$ cat src/rtl/pcm_rx_pkg.sv
// Package: shared constants, framing type and word-length decode for the
// serial audio receiver. Assumes a maximum word of 32 bits.
package pcm_rx_pkg;

    localparam int MAX_WL = 32;
    localparam int CNT_W  = $clog2(MAX_WL + 1);

    typedef enum logic {
        FMT_I2S = 1'b0,
        FMT_DSP = 1'b1
    } fmt_e;

    // Decode the 2-bit length code into a bit count.
    function automatic logic [CNT_W-1:0] wlen_bits(input logic [1:0] code);
        case (code)
            2'd0:    return CNT_W'(16);
            2'd1:    return CNT_W'(20);
            2'd2:    return CNT_W'(24);
            default: return CNT_W'(32);
        endcase
    endfunction

    // Build a mask with the low n bits set.
    function automatic logic [MAX_WL-1:0] wlen_mask(input logic [CNT_W-1:0] n);
        logic [MAX_WL-1:0] m;
        for (int i = 0; i < MAX_WL; i++) begin
            m[i] = (CNT_W'(i) < n);
        end
        return m;
    endfunction

endpackage

$ cat src/rtl/pcm_rx_edge.sv
// Frame-clock edge finder. Compares the frame clock with its copy from
// the previous rising bit-clock edge. Assumes fsync is stable around the
// rising bclk edge. The first edge after reset only loads the reference.
module pcm_rx_edge (
    input  logic clk,
    input  logic rst_n,
    input  logic fsync,
    output logic rise,
    output logic fall
);

    logic fs_q;
    logic primed;

    // Hold the previous frame-clock level and note when it is meaningful.
    always_ff @(posedge clk) begin
        if (!rst_n) begin
            fs_q   <= 1'b0;
            primed <= 1'b0;
        end else begin
            fs_q   <= fsync;
            primed <= 1'b1;
        end
    end

    assign rise = primed &&  fsync && !fs_q;
    assign fall = primed && !fsync &&  fs_q;


    edge_is_change_chk: assert property (@(posedge clk) disable iff (!rst_n)
        (rise || fall) |-> (fsync != $past(fsync)));

endmodule

$ cat src/rtl/pcm_rx_seq.sv
// Slot sequencer. Tracks which channel word is being assembled and how
// many bits are in. It also latches the framing and length at frame start
// and detects incomplete words. On each edge it first accounts for the bit
// on the line, then handles any frame-clock edge. Assumes the edge flags
// come from pcm_rx_edge in the same cycle.
module pcm_rx_seq
    import pcm_rx_pkg::*;
(
    input  logic             clk,
    input  logic             rst_n,
    input  logic             rise,
    input  logic             fall,
    input  logic             fmt_sel,
    input  logic [1:0]       wlen_sel,
    output logic             cap,
    output logic             fin_left,
    output logic             fin_right,
    output logic [CNT_W-1:0] word_len,
    output logic             frame_err
);

    logic             active_q, chan_q;
    logic [CNT_W-1:0] cnt_q, n_q;
    fmt_e             fmt_q;

    logic             active_n, chan_n, err_n;
    logic [CNT_W-1:0] cnt_n, n_n;
    fmt_e             fmt_n;

    logic             a1, c1, waiting, start, swap, word_fin;
    logic [CNT_W-1:0] k1, cnt_inc;
    fmt_e             eff_fmt;

    assign cap       = active_q && (cnt_q < n_q);
    assign cnt_inc   = cnt_q + CNT_W'(1);
    assign word_fin  = cap && (cnt_inc == n_q);
    assign fin_left  = word_fin && !chan_q;
    assign fin_right = word_fin &&  chan_q;
    assign word_len  = n_q;

    // Next state: take this cycle's bit, then apply any frame-clock edge.
    always_comb begin
        a1 = active_q;
        c1 = chan_q;
        k1 = cap ? cnt_inc : cnt_q;
        if (fin_left && fmt_q == FMT_DSP) begin
            c1 = 1'b1;
            k1 = '0;
        end
        if (fin_right) begin
            a1 = 1'b0;
        end
        waiting = a1 && !c1 && (k1 == n_q);
        eff_fmt = active_q ? fmt_q : fmt_e'(fmt_sel);
        start   = (eff_fmt == FMT_I2S) ? fall : rise;
        swap    = active_q && (fmt_q == FMT_I2S) && rise;

        active_n = a1;
        chan_n   = c1;
        cnt_n    = k1;
        n_n      = n_q;
        fmt_n    = fmt_q;
        err_n    = 1'b0;
        if (start) begin
            err_n    = a1;
            active_n = 1'b1;
            chan_n   = 1'b0;
            cnt_n    = '0;
            n_n      = wlen_bits(wlen_sel);
            fmt_n    = fmt_e'(fmt_sel);
        end else if (swap) begin
            if (waiting) begin
                chan_n = 1'b1;
                cnt_n  = '0;
            end else if (a1) begin
                err_n    = 1'b1;
                active_n = 1'b0;
            end
        end
    end

    // Register the sequencing state and the error pulse.
    always_ff @(posedge clk) begin
        if (!rst_n) begin
            active_q  <= 1'b0;
            chan_q    <= 1'b0;
            cnt_q     <= '0;
            n_q       <= wlen_bits(2'd0);
            fmt_q     <= FMT_I2S;
            frame_err <= 1'b0;
        end else begin
            active_q  <= active_n;
            chan_q    <= chan_n;
            cnt_q     <= cnt_n;
            n_q       <= n_n;
            fmt_q     <= fmt_n;
            frame_err <= err_n;
        end
    end


    cnt_bound_chk: assert property (@(posedge clk) disable iff (!rst_n)
        active_q |-> (cnt_q <= n_q));


    len_legal_chk: assert property (@(posedge clk) disable iff (!rst_n)
        (n_q == 16 || n_q == 20 || n_q == 24 || n_q == 32));


    cfg_hold_chk: assert property (@(posedge clk) disable iff (!rst_n)
        !start |=> ($stable(n_q) && $stable(fmt_q)));

endmodule

$ cat src/rtl/pcm_rx_shift.sv
// Shift and publish stage. Shifts serial bits in MSB first and parks the
// finished left word. Both words are published together with the valid
// strobe when the right word completes. Assumes cap/fin_* come from
// pcm_rx_seq for the same edge.
module pcm_rx_shift
    import pcm_rx_pkg::*;
(
    input  logic              clk,
    input  logic              rst_n,
    input  logic              sdata,
    input  logic              cap,
    input  logic              fin_left,
    input  logic              fin_right,
    input  logic [CNT_W-1:0]  word_len,
    output logic [MAX_WL-1:0] left_word,
    output logic [MAX_WL-1:0] right_word,
    output logic              valid
);

    logic [MAX_WL-1:0] sh_q, sh_next, mask, left_stage;

    assign sh_next = {sh_q[MAX_WL-2:0], sdata};
    assign mask    = wlen_mask(word_len);

    // Shift in data, stage the left word, publish the pair on right finish.
    always_ff @(posedge clk) begin
        if (!rst_n) begin
            sh_q       <= '0;
            left_stage <= '0;
            left_word  <= '0;
            right_word <= '0;
            valid      <= 1'b0;
        end else begin
            if (cap) begin
                sh_q <= sh_next;
            end
            if (fin_left) begin
                left_stage <= sh_next & mask;
            end
            if (fin_right) begin
                left_word  <= left_stage;
                right_word <= sh_next & mask;
            end
            valid <= fin_right;
        end
    end


    words_hold_chk: assert property (@(posedge clk) disable iff (!rst_n)
        !valid |-> ($stable(left_word) && $stable(right_word)));


    valid_pulse_chk: assert property (@(posedge clk) disable iff (!rst_n)
        valid |=> !valid);

endmodule

$ cat src/rtl/pcm_frame_rx.sv
// Top of the serial audio receiver. Everything runs on the bit clock.
// Assumes all inputs are stable around the rising bclk edge.
module pcm_frame_rx
    import pcm_rx_pkg::*;
(
    input  logic              bclk,
    input  logic              rst_n,
    input  logic              fsync,
    input  logic              sdata,
    input  logic              fmt_sel,
    input  logic [1:0]        wlen_sel,
    output logic [MAX_WL-1:0] left_word,
    output logic [MAX_WL-1:0] right_word,
    output logic              frame_valid,
    output logic              frame_err
);

    logic             rise, fall, cap, fin_left, fin_right;
    logic [CNT_W-1:0] word_len;

    pcm_rx_edge u_edge (
        .clk   (bclk),
        .rst_n (rst_n),
        .fsync (fsync),
        .rise  (rise),
        .fall  (fall)
    );

    pcm_rx_seq u_seq (
        .clk       (bclk),
        .rst_n     (rst_n),
        .rise      (rise),
        .fall      (fall),
        .fmt_sel   (fmt_sel),
        .wlen_sel  (wlen_sel),
        .cap       (cap),
        .fin_left  (fin_left),
        .fin_right (fin_right),
        .word_len  (word_len),
        .frame_err (frame_err)
    );

    pcm_rx_shift u_shift (
        .clk        (bclk),
        .rst_n      (rst_n),
        .sdata      (sdata),
        .cap        (cap),
        .fin_left   (fin_left),
        .fin_right  (fin_right),
        .word_len   (word_len),
        .left_word  (left_word),
        .right_word (right_word),
        .valid      (frame_valid)
    );


    valid_err_excl_chk: assert property (@(posedge bclk) disable iff (!rst_n)
        !(frame_valid && frame_err));

endmodule

$ cat config.mk
export PLATFORM = sky130hd
export DESIGN_NAME = pcm_frame_rx
export DESIGN_NICKNAME = d
export VERILOG_FILES = /design/src/rtl/pcm_rx_pkg.sv /design/src/rtl/pcm_rx_edge.sv /design/src/rtl/pcm_rx_seq.sv /design/src/rtl/pcm_rx_shift.sv /design/src/rtl/pcm_frame_rx.sv
export SDC_FILE = /design/constraint.sdc
export NUM_CORES = 1
export LEC_CHECK = 0
export BUFFER_PORTS_ARGS = -buffer_cell sky130_fd_sc_hd__buf_2
export CAP_MARGIN = 20
export CORE_MARGIN = 2
export CORE_UTILIZATION = 36
export DETAILED_ROUTE_END_ITERATION = 8
export SETUP_SLACK_MARGIN = 0.1
export SLEW_MARGIN = 15
export SYNTH_ARGS = -nofsm -noshare
export SYNTH_HDL_FRONTEND = slang
export SYNTH_SLANG_ARGS = --single-unit
$ cat constraint.sdc
create_clock -name bclk -period 8.2 [get_ports bclk]
set_input_delay 1.64 -clock bclk [delete_from_list [all_inputs] [get_ports bclk]]
set_output_delay 1.64 -clock bclk [all_outputs]
set_load 0.005 [all_outputs]
=== After elaboration in Yosys (flattened, before gate mapping) ===
Cells that the tools add are included.
W data, S select, Z words.

* Bitwise operators: 3
* $lt $le $gt $ge: 33
* Add/subtract/negate cells: 1
* Muxes and demuxes: 19
* Equal/unequal tests: 4
* Reduce and logical (&&, ||, !) cells: 19

{| class="wikitable"
|+ Operators with widths
! cell !! number
|-
| $lt A5 B6 Y1 const A || 16
|-
| $lt A4 B6 Y1 const A || 8
|-
| $and A32 B32 Y32 || 1
|-
| $lt A3 B6 Y1 const A || 4
|-
| $mux W6 || 4
|-
| $pmux W6 S3 || 1
|-
| $mux W1 || 14
|-
| $logic_and A1 B1 Y1 || 13
|-
| $eq A6 B6 Y1 || 2
|-
| $lt A1 B6 Y1 const A || 2
|-
| $lt A2 B6 Y1 const A || 2
|-
| $add A6 B1 Y6 const B || 1
|-
| $lt A6 B6 Y1 || 1
|-
| $logic_not A1 Y1 || 4
|-
| $eq A2 B1 Y1 const B || 1
|-
| $eq A2 B2 Y1 const B || 1
|-
| $logic_not A2 Y1 || 1
|-
| $not A1 Y1 || 2
|-
| $reduce_or A2 Y1 || 1
|}

* Register bits: 146
* Input bits: 7
* Output and inout port bits: 66
* Logic and storage cells: 92

=== Longest topological paths before layout ===
Gate-level depths: netlist (run 1).

* Depth after elaboration: 12
* Gate-level depth with buffers: 12
* Gate-level depth less buffers: 9

=== Modules after synthesis ===
From an unflattened synthesis (run 1), not the netlist that was laid out.

* Cells, all modules: 667
* Area, all modules: 6,180.9 µm²

{| class="wikitable"
|+ Modules (own cells, without submodules)
! module !! sequential area each (µm²) !! instances !! cells each !! area an instance (µm²)
|-
| pcm_rx_shift || 2,562.5 || 1 || 530 || 5,014.8
|-
| pcm_rx_seq || 280.3 || 1 || 132 || 1,101.1
|-
| pcm_rx_edge || 40.0 || 1 || 5 || 65.1
|}

=== Worst setup path after synthesis (run 1) ===
OpenSTA, ideal clock, no wires.

* Kind: input to register
* Start point: input fsync
* End point: register u_seq.chan_q
* Slack: 5,235 ps
* Stages: 4
* Required time: 8,140 ps
* Path buffers: 0
* Arrival: 2,905 ps
* Library setup time: 60 ps
* Path through: nand2_1 or4b_2 nor4_4 o311a_1

* Longest elaborated chain between the ends: 5
* Elaborated cells on any way between the ends: 9
* Classes of those cells: 2 x mux; 7 x reduce/logical

{| class="wikitable"
|+ Ends and longest elaborated chain
! element !! line !! RTL
|-
| start: declaration || pcm_frame_rx.sv:8 || <nowiki>input logic fsync,</nowiki>
|-
| $logic_not A1 Y1 || pcm_rx_edge.sv:27 || <nowiki>assign fall = primed && !fsync && fs_q;</nowiki>
|-
| $logic_and A1 B1 Y1 (2 in series) || pcm_rx_edge.sv:27 ||
|-
| $mux W1 || pcm_rx_seq.sv:55 || <nowiki>start = (eff_fmt == FMT_I2S) ? fall : rise;</nowiki>
|-
| $reduce_or A2 Y1 (no source line) || -- ||
|-
| end signal: assignment || pcm_rx_seq.sv:93 || <nowiki>chan_q <= chan_n;</nowiki>
|-
| end: declaration || pcm_rx_seq.sv:22 || <nowiki>logic active_q, chan_q;</nowiki>
|}

Several ways; a longest one is shown, not always the timed one.
A chain may end at the register's enable or synchronous reset.

=== Worst setup path in the final report (run 1) ===
* Start point: register u_seq.n_q[5] (netlist: u_seq.word_len[5])
* End point: register u_shift.left_stage[15]

* Longest elaborated chain between the ends: 4
* Elaborated cells on any way between the ends: 7
* Classes of those cells: 2 x order compare; 1 x eq/ne; 1 x bitwise; 3 x reduce/logical

{| class="wikitable"
|+ Ends and longest elaborated chain
! element !! line !! RTL
|-
| start: declaration || pcm_rx_seq.sv:23 || <nowiki>logic [CNT_W-1:0] cnt_q, n_q;</nowiki>
|-
| start signal: assignment || pcm_rx_seq.sv:88 || <nowiki>n_q <= wlen_bits(2'd0);</nowiki>
|-
| start signal: assignment || pcm_rx_seq.sv:95 || <nowiki>n_q <= n_n;</nowiki>
|-
| $lt A6 B6 Y1 || pcm_rx_seq.sv:34 || <nowiki>assign cap = active_q && (cnt_q < n_q);</nowiki>
|-
| $logic_and A1 B1 Y1 || pcm_rx_seq.sv:34 ||
|-
| $logic_and A1 B1 Y1 || pcm_rx_seq.sv:36 || <nowiki>assign word_fin = cap && (cnt_inc == n_q);</nowiki>
|-
| $logic_and A1 B1 Y1 || pcm_rx_seq.sv:37 || <nowiki>assign fin_left = word_fin && !chan_q;</nowiki>
|-
| end signal: assignment || pcm_rx_shift.sv:38 || <nowiki>left_stage <= sh_next & mask;</nowiki>
|-
| end: declaration || pcm_rx_shift.sv:20 || <nowiki>logic [MAX_WL-1:0] sh_q, sh_next, mask, left_stage;</nowiki>
|}

Several ways; a longest one is shown, not always the timed one.

==> impl_metrics.toml, run 1 <==
[yosys]
synth_area_per_cell_um2 = 8.74
ys_types = 56
yosys_register_bits = 144
yosysSeqAreaShare_pct = 46.9
yosysWarnings = 0
synth_edf_count = 0
synth.largest_area_cell = "dfxtp_1"
synth-async-reset-ratio_pct = 0
synth_top_area_share_pct = 46.9
yosys-top-cells-area = "dfxtp_1, nand2_1, a21boi_1, nor2b_1, mux2i_1"
syn_nets = 716
netlist_instances = 704
syn_area_mm2 = 0.00615
synth_flop_cell = "dfxtp_1"

[critical_path]
worst_ep_required_time_ns = 8.50
critPathLaunchType = "register"
crit_arrival_ns = 3.83
critPathMaxFanout = 32
worst-setup-path-type = "reg -> reg"
worstSetupEndpointType = "register"

[grt]
antenna_found_initial = 0
gr-total-overflow = 0
grtUsageTotal_pct = 15.4
first_global_vias = 4440
grt_pass1_wl_mm = 22.2
grt_max_degree = 102

[placed_design]
io_buffer_count = 72
gp_congestion = 0.860
hpwl_mm = 8.92
dp_slack_ns = 4.67

[clock_tree]
htreeDepth = 4
cts_root_buf = "clkbuf_16"
post-cts-setup-buffer-count = 0
clkLatencyLatePin_ns = 0.42
cts_resized = 0
cts.sinks = 144
clk_pin_slew_ns = 0.06
clock_path_buffers = 2
hold_buffers = 0
numCtsBuffers = 17
cts_tree = "yes"

[sta]
setup_ws_ns = 4.67
tns_ns = 0
final-max-slew-violation-count = 0
fmax_mhz = 284
rsz0062_at_grt = "no"
whs_ns = 0.443
hold_viol = 0
fin_crit_sh_pct = 43.0
finalCriticalPeriod_ns = 3.53
setup_viol = 0
relSlewSlack_pct = 34.7
fin_skew_ns = 0.00625
tightest_slew_ns = 0.964

[routing]
drt_iter0_drc = 234
dr.pass1.iters = 4
wl_per_cell_um = 13.8
vias = 4718
route.detailed.drc = 0
via_per_inst = 4.79
drt_wl_total_mm = 13.6
drtAntennaViolNets = 0

[die]
die_w_um = 135
num_io_pins = 73
fp-row-count = 47
core_mm2 = 0.0166
initial_core_util_pct = 37.0
die_area_mm2 = 0.0181
die_h_um = 135

[status]
outcome = "finished, final reports clean"

[job]
drv_cap = 0

[power_and_ir_drop]
powerDensity_mw_per_mm2 = 209
total_leakage_power_nw = 2.60
ir_drop_v = 0.000152

[cells_and_area]
syn_to_final_growth_pct = 17.2
layout.nets = 764
diodes = 0
nFillCells = 1695
fin_util_pct = 43.3
drive_gt1_share_pct = 15.9
seqCellArea_mm2 = 0.00288
multi_input_area_mm2 = 0.00305
final_common_cell = "nand2_1"
layout_common_cells = "nand2_1, dfxtp_1, a21boi_1"

[min_path]
hold_path_class = "reg -> reg"
[synth_stat cells (2+ instances only)]
master	count
nand2_1	195
dfxtp_1	144
a21boi_1	72
nor2b_1	55
a21boi_0	32
clkbuf_1	32
mux2i_1	26
nand3_1	24
nor2_1	12
o21ai_0	11
buf_2	9
nor3_1	7
a21oi_1	6
xnor2_1	6
ha_1	5
xor2_1	4
and3_1	3
buf_1	3
inv_1	3
nand2b_1	3
nor3b_1	3
o211ai_1	3
o21a_1	3
a211oi_1	2
and2_1	2
buf_4	2
buf_6	2
nand4_1	2
nor4_1	2
o22ai_1	2
or2b_1	2
or3_1	2
or4b_1	2
[worst paths after layout]
path                            cells after the start            startpoint                     end  slack [ns]
worst min-delay path                                2  u_shift.left_word[3]    u_shift.left_word[3]        0.44
worst max-delay path                                9     u_seq.word_len[5]  u_shift.left_stage[15]        4.67
worst min register to register                      2  u_shift.left_word[3]    u_shift.left_word[3]        0.44
worst max register to register                      9     u_seq.word_len[5]  u_shift.left_stage[15]        4.67
[stage by stage]
step | total power [mW] | cells | cell area (um^2)
final | 1.51 | 985 | 7210
after global routing | 1.56 | 985 | 7210
after CTS | 1.53 | 985 | 7210
after detailed placement | 0.768 | 953 | 6620
after global placement | 0.768 | 953 | 6620
after floorplan | 0.756 | 704 | 6150
[report_power, final]
part / internal [mW] / switching [mW]
registers: 0.702 / 0.00415
logic: 0.0187 / 0.0277
clock network: 0.468 / 0.287
total: 1.19 / 0.319
[final cells by class]
| cell class | count | area share [%] |
|---|---|---|
| clock buffer | 21 | 6.53 |
| clock inverter | 11 | 1.56 |
| inverter | 3 | 0.156 |
| multi-input combinational | 508 | 42.3 |
| sequential | 144 | 40.0 |
| tap | 220 | 3.82 |
| timing repair buffer | 78 | 5.66 |
[worst max-delay path, cell delays in order (launching register included)]
cell and delay (ns):
dfxtp_1 0.74, inv_1 0.16, ha_1 0.24, or4b_4 0.52
a21oi_4 0.22, o22ai_4 0.13, or2_1 0.43, nor2_8 0.60
mux2i_1 0.27, nor2b_1 0.07
[registers in the layout, summed over array words and instances (netlist names)]
register	count
u_seq.frame_err	1
u_shift.right_word	32
u_seq.fmt_q	1
u_shift.valid	1
u_edge.primed	1
u_seq.cnt_q	6
u_shift.left_stage	32
u_seq.active_q	1
u_shift.sh_q	31
u_shift.left_word	32
u_seq.word_len	4
u_seq.chan_q	1
u_edge.fs_q	1
[metal layers]
layer	up-vias	share of wire [%]	global-route usage, %
met3	6	3.4	4.17
met4	0	0.75	5.56
met2	78	44	23.2
li1	2451	-	-
met1	2183	52	21.2
met5	-	0	0
[cell families (layout without fill, tap and decap cells)]
logic type / Yosys count / after routing / synth area share [%]
adders and majority gates: 5 / 5 / 1.02
xor gates and xnor gates: 12 / 12 / 2.05
DFF: 144 / 144 / 46.9
AOI/OAI and AO/OA: 142 / 142 / 17.1
buffers and inverters: 52 / 113 / 3.74
muxes: 27 / 27 / 4.41
and+or+nand+nor: 322 / 322 / 24.8
Power figures use the tool's default switching activity.
==> inputs of run 2 (changes only) <==
Clock period 8.2 ns to 3.4 ns, I/O delays scaled along.
==> run 2 against run 1 <==
  * Sequential share of layout area is 0.11 points lower
  * Non-clock buffer count is 4 higher
  * Wire length is 0.41% higher
  * Global-route usage is 0.53 points higher
  * Combinational power is 150% higher
  * Worst hold slack worse by 0.00052 ns
  * Clock skew is 0.0044 ns higher
  * Critical path depth is 1 higher
  * Critical path type unchanged
==> impl_metrics.toml, run 2 (synthesis results as in run 1) <==
[status]
outcome = "finished, final reports clean"

[power_and_ir_drop]
p_sw_share_pct = 21.2
power_switching_mw = 0.750
cellInternalPower_mw = 2.78
clkPwrFrac_pct = 48.5
powerDensity_mw_per_mm2 = 488
total_leakage_power_nw = 2.61
ir_drop_v = 0.000375
p_total_mw = 3.53
sequentialPowerShare_pct = 48.2
power_frac_comb_pct = 3.3

[clock_tree]
hold_buffers = 0
clock_path_buffers = 2
cts_resized = 0
clkLatencyLatePin_ns = 0.43
post-cts-setup-buffer-count = 0
numCtsBuffers = 17
htreeDepth = 4
cts_root_buf = "clkbuf_16"
clk_pin_slew_ns = 0.06
cts_tree = "yes"
cts.sinks = 144

[cells_and_area]
largestRegisters = "u_shift.left_stage: 32 flops, u_shift.left_word: 32 flops, u_shift.right_word: 32 flops"
final_common_cell = "nand2_1"
diodes = 0
seqCellArea_mm2 = 0.00288
drive_gt1_share_pct = 15.5
layout.nets = 768
layout_common_cells = "nand2_1, dfxtp_1, a21boi_1"
syn_to_final_growth_pct = 17.5
multi_input_area_mm2 = 0.00305
nFillCells = 1655
fin_util_pct = 43.4
final_cells = 988

[critical_path]
worst-setup-path-type = "reg -> reg"
rr_worst_depth = 10
crit_arrival_ns = 3.44
setup.worst_path.start = "u_seq.word_len[4]"
critPathMaxFanout = 23
worst_ep_required_time_ns = 3.72
r2r-start = "u_seq.word_len[4]"
worstSetupEndpointType = "register"
critPathLaunchType = "register"

[sta]
relSlewSlack_pct = 47.8
whs_ns = 0.442
fin_crit_sh_pct = 91.8
fmax_mhz = 320
setup_viol = 0
tns_ns = 0
tightest_slew_ns = 0.778
hold_viol = 0
final-max-slew-violation-count = 0
finalCriticalPeriod_ns = 3.12
fin_skew_ns = 0.0106
rsz0062_at_grt = "no"

[die]
initial_core_util_pct = 37.0
die_area_mm2 = 0.0181
num_io_pins = 73
core_mm2 = 0.0166
die_w_um = 135
die_h_um = 135
fp-row-count = 47

[placed_design]
io_buffer_count = 72
dp.cells = 957
hpwl_mm = 8.94
gp_congestion = 0.927

[min_path]
hold_path_startpoint = "u_shift.right_word[11]"
hold_depth = 2
hold_path_class = "reg -> reg"

[grt]
gr-total-overflow = 0
antenna_found_initial = 0
grt_max_degree = 131
grtUsageTotal_pct = 15.9
grt_pass1_wl_mm = 22.8
first_global_vias = 4418

[routing]
drt_iter0_drc = 283
drtAntennaViolNets = 0
vias = 4789
wl_per_cell_um = 13.8
dr.pass1.iters = 6
via_per_inst = 4.85
route.detailed.drc = 0
drt_wl_total_mm = 13.7

[job]
drv_cap = 0
run 2: cell count changes in the layout (fill, tap and decap cells not counted):
cell | before | now
buf_12 | 0 | 3
buf_4 | 7 | 8
bufinv_16 | 2 | 1
clkbuf_1 | 1 | 7
clkbuf_8 | 3 | 2
clkinv_2 | 6 | 2
clkinv_4 | 0 | 1
clkinvlp_4 | 3 | 1
run 2: layout make-up:
class,instances,area share [%]
repair buffers,82,6.58
clock inverters,5,0.779
flip-flops and latches,144,39.9
clock buffers,26,6.63
inverters,3,0.156
multi-input cells,508,42.2
well taps,220,3.81
run 2: path summary, 6_finish.rpt:
check                                              end  slack [ns]
worst max-delay path            u_shift.left_stage[14]        0.28
worst min register to register  u_shift.right_word[11]        0.44
worst min-delay path            u_shift.right_word[11]        0.44
worst max register to register  u_shift.left_stage[14]        0.28
run 2: stage by stage:
step                      instance area (um^2)  worst slack, ns
after global placement                    6690            0.430
final                                     7230            0.278
after global routing                      7230            0.123
after CTS                                 7230            0.310
after detailed placement                  6690            0.307
after floorplan                           6150            0.738
run 2: routing by layer:
| metal | track usage [%] | share of wire (%) | vias to the layer above |
|---|---|---|---|
| li1 | - | - | 2462 |
| met1 | 22.4 | 50 | 2218 |
| met2 | 22.8 | 43 | 100 |
| met3 | 5.41 | 5.4 | 9 |
| met4 | 5.32 | 0.94 | 0 |
| met5 | 0 | 0 | - |
run 2: critical path, stage by stage, from the launching register on:
cell	delay, ns
dfxtp_1	0.51
inv_1	0.13
ha_1	0.24
or4b_4	0.55
a21oi_4	0.21
o22ai_4	0.14
or2_1	0.41
nor2_8	0.28
buf_12	0.24
mux2i_1	0.24
nor2b_1	0.06
run 2: power by group through the flow:
stage | registers, mW | clock network, mW | logic (mW)
floorplan | 1.73 | 0 | 0.0881
global placement | 1.74 | 0 | 0.118
detailed placement | 1.74 | 0 | 0.118
CTS | 1.70 | 1.77 | 0.118
global route | 1.70 | 1.85 | 0.128
finish | 1.70 | 1.71 | 0.116
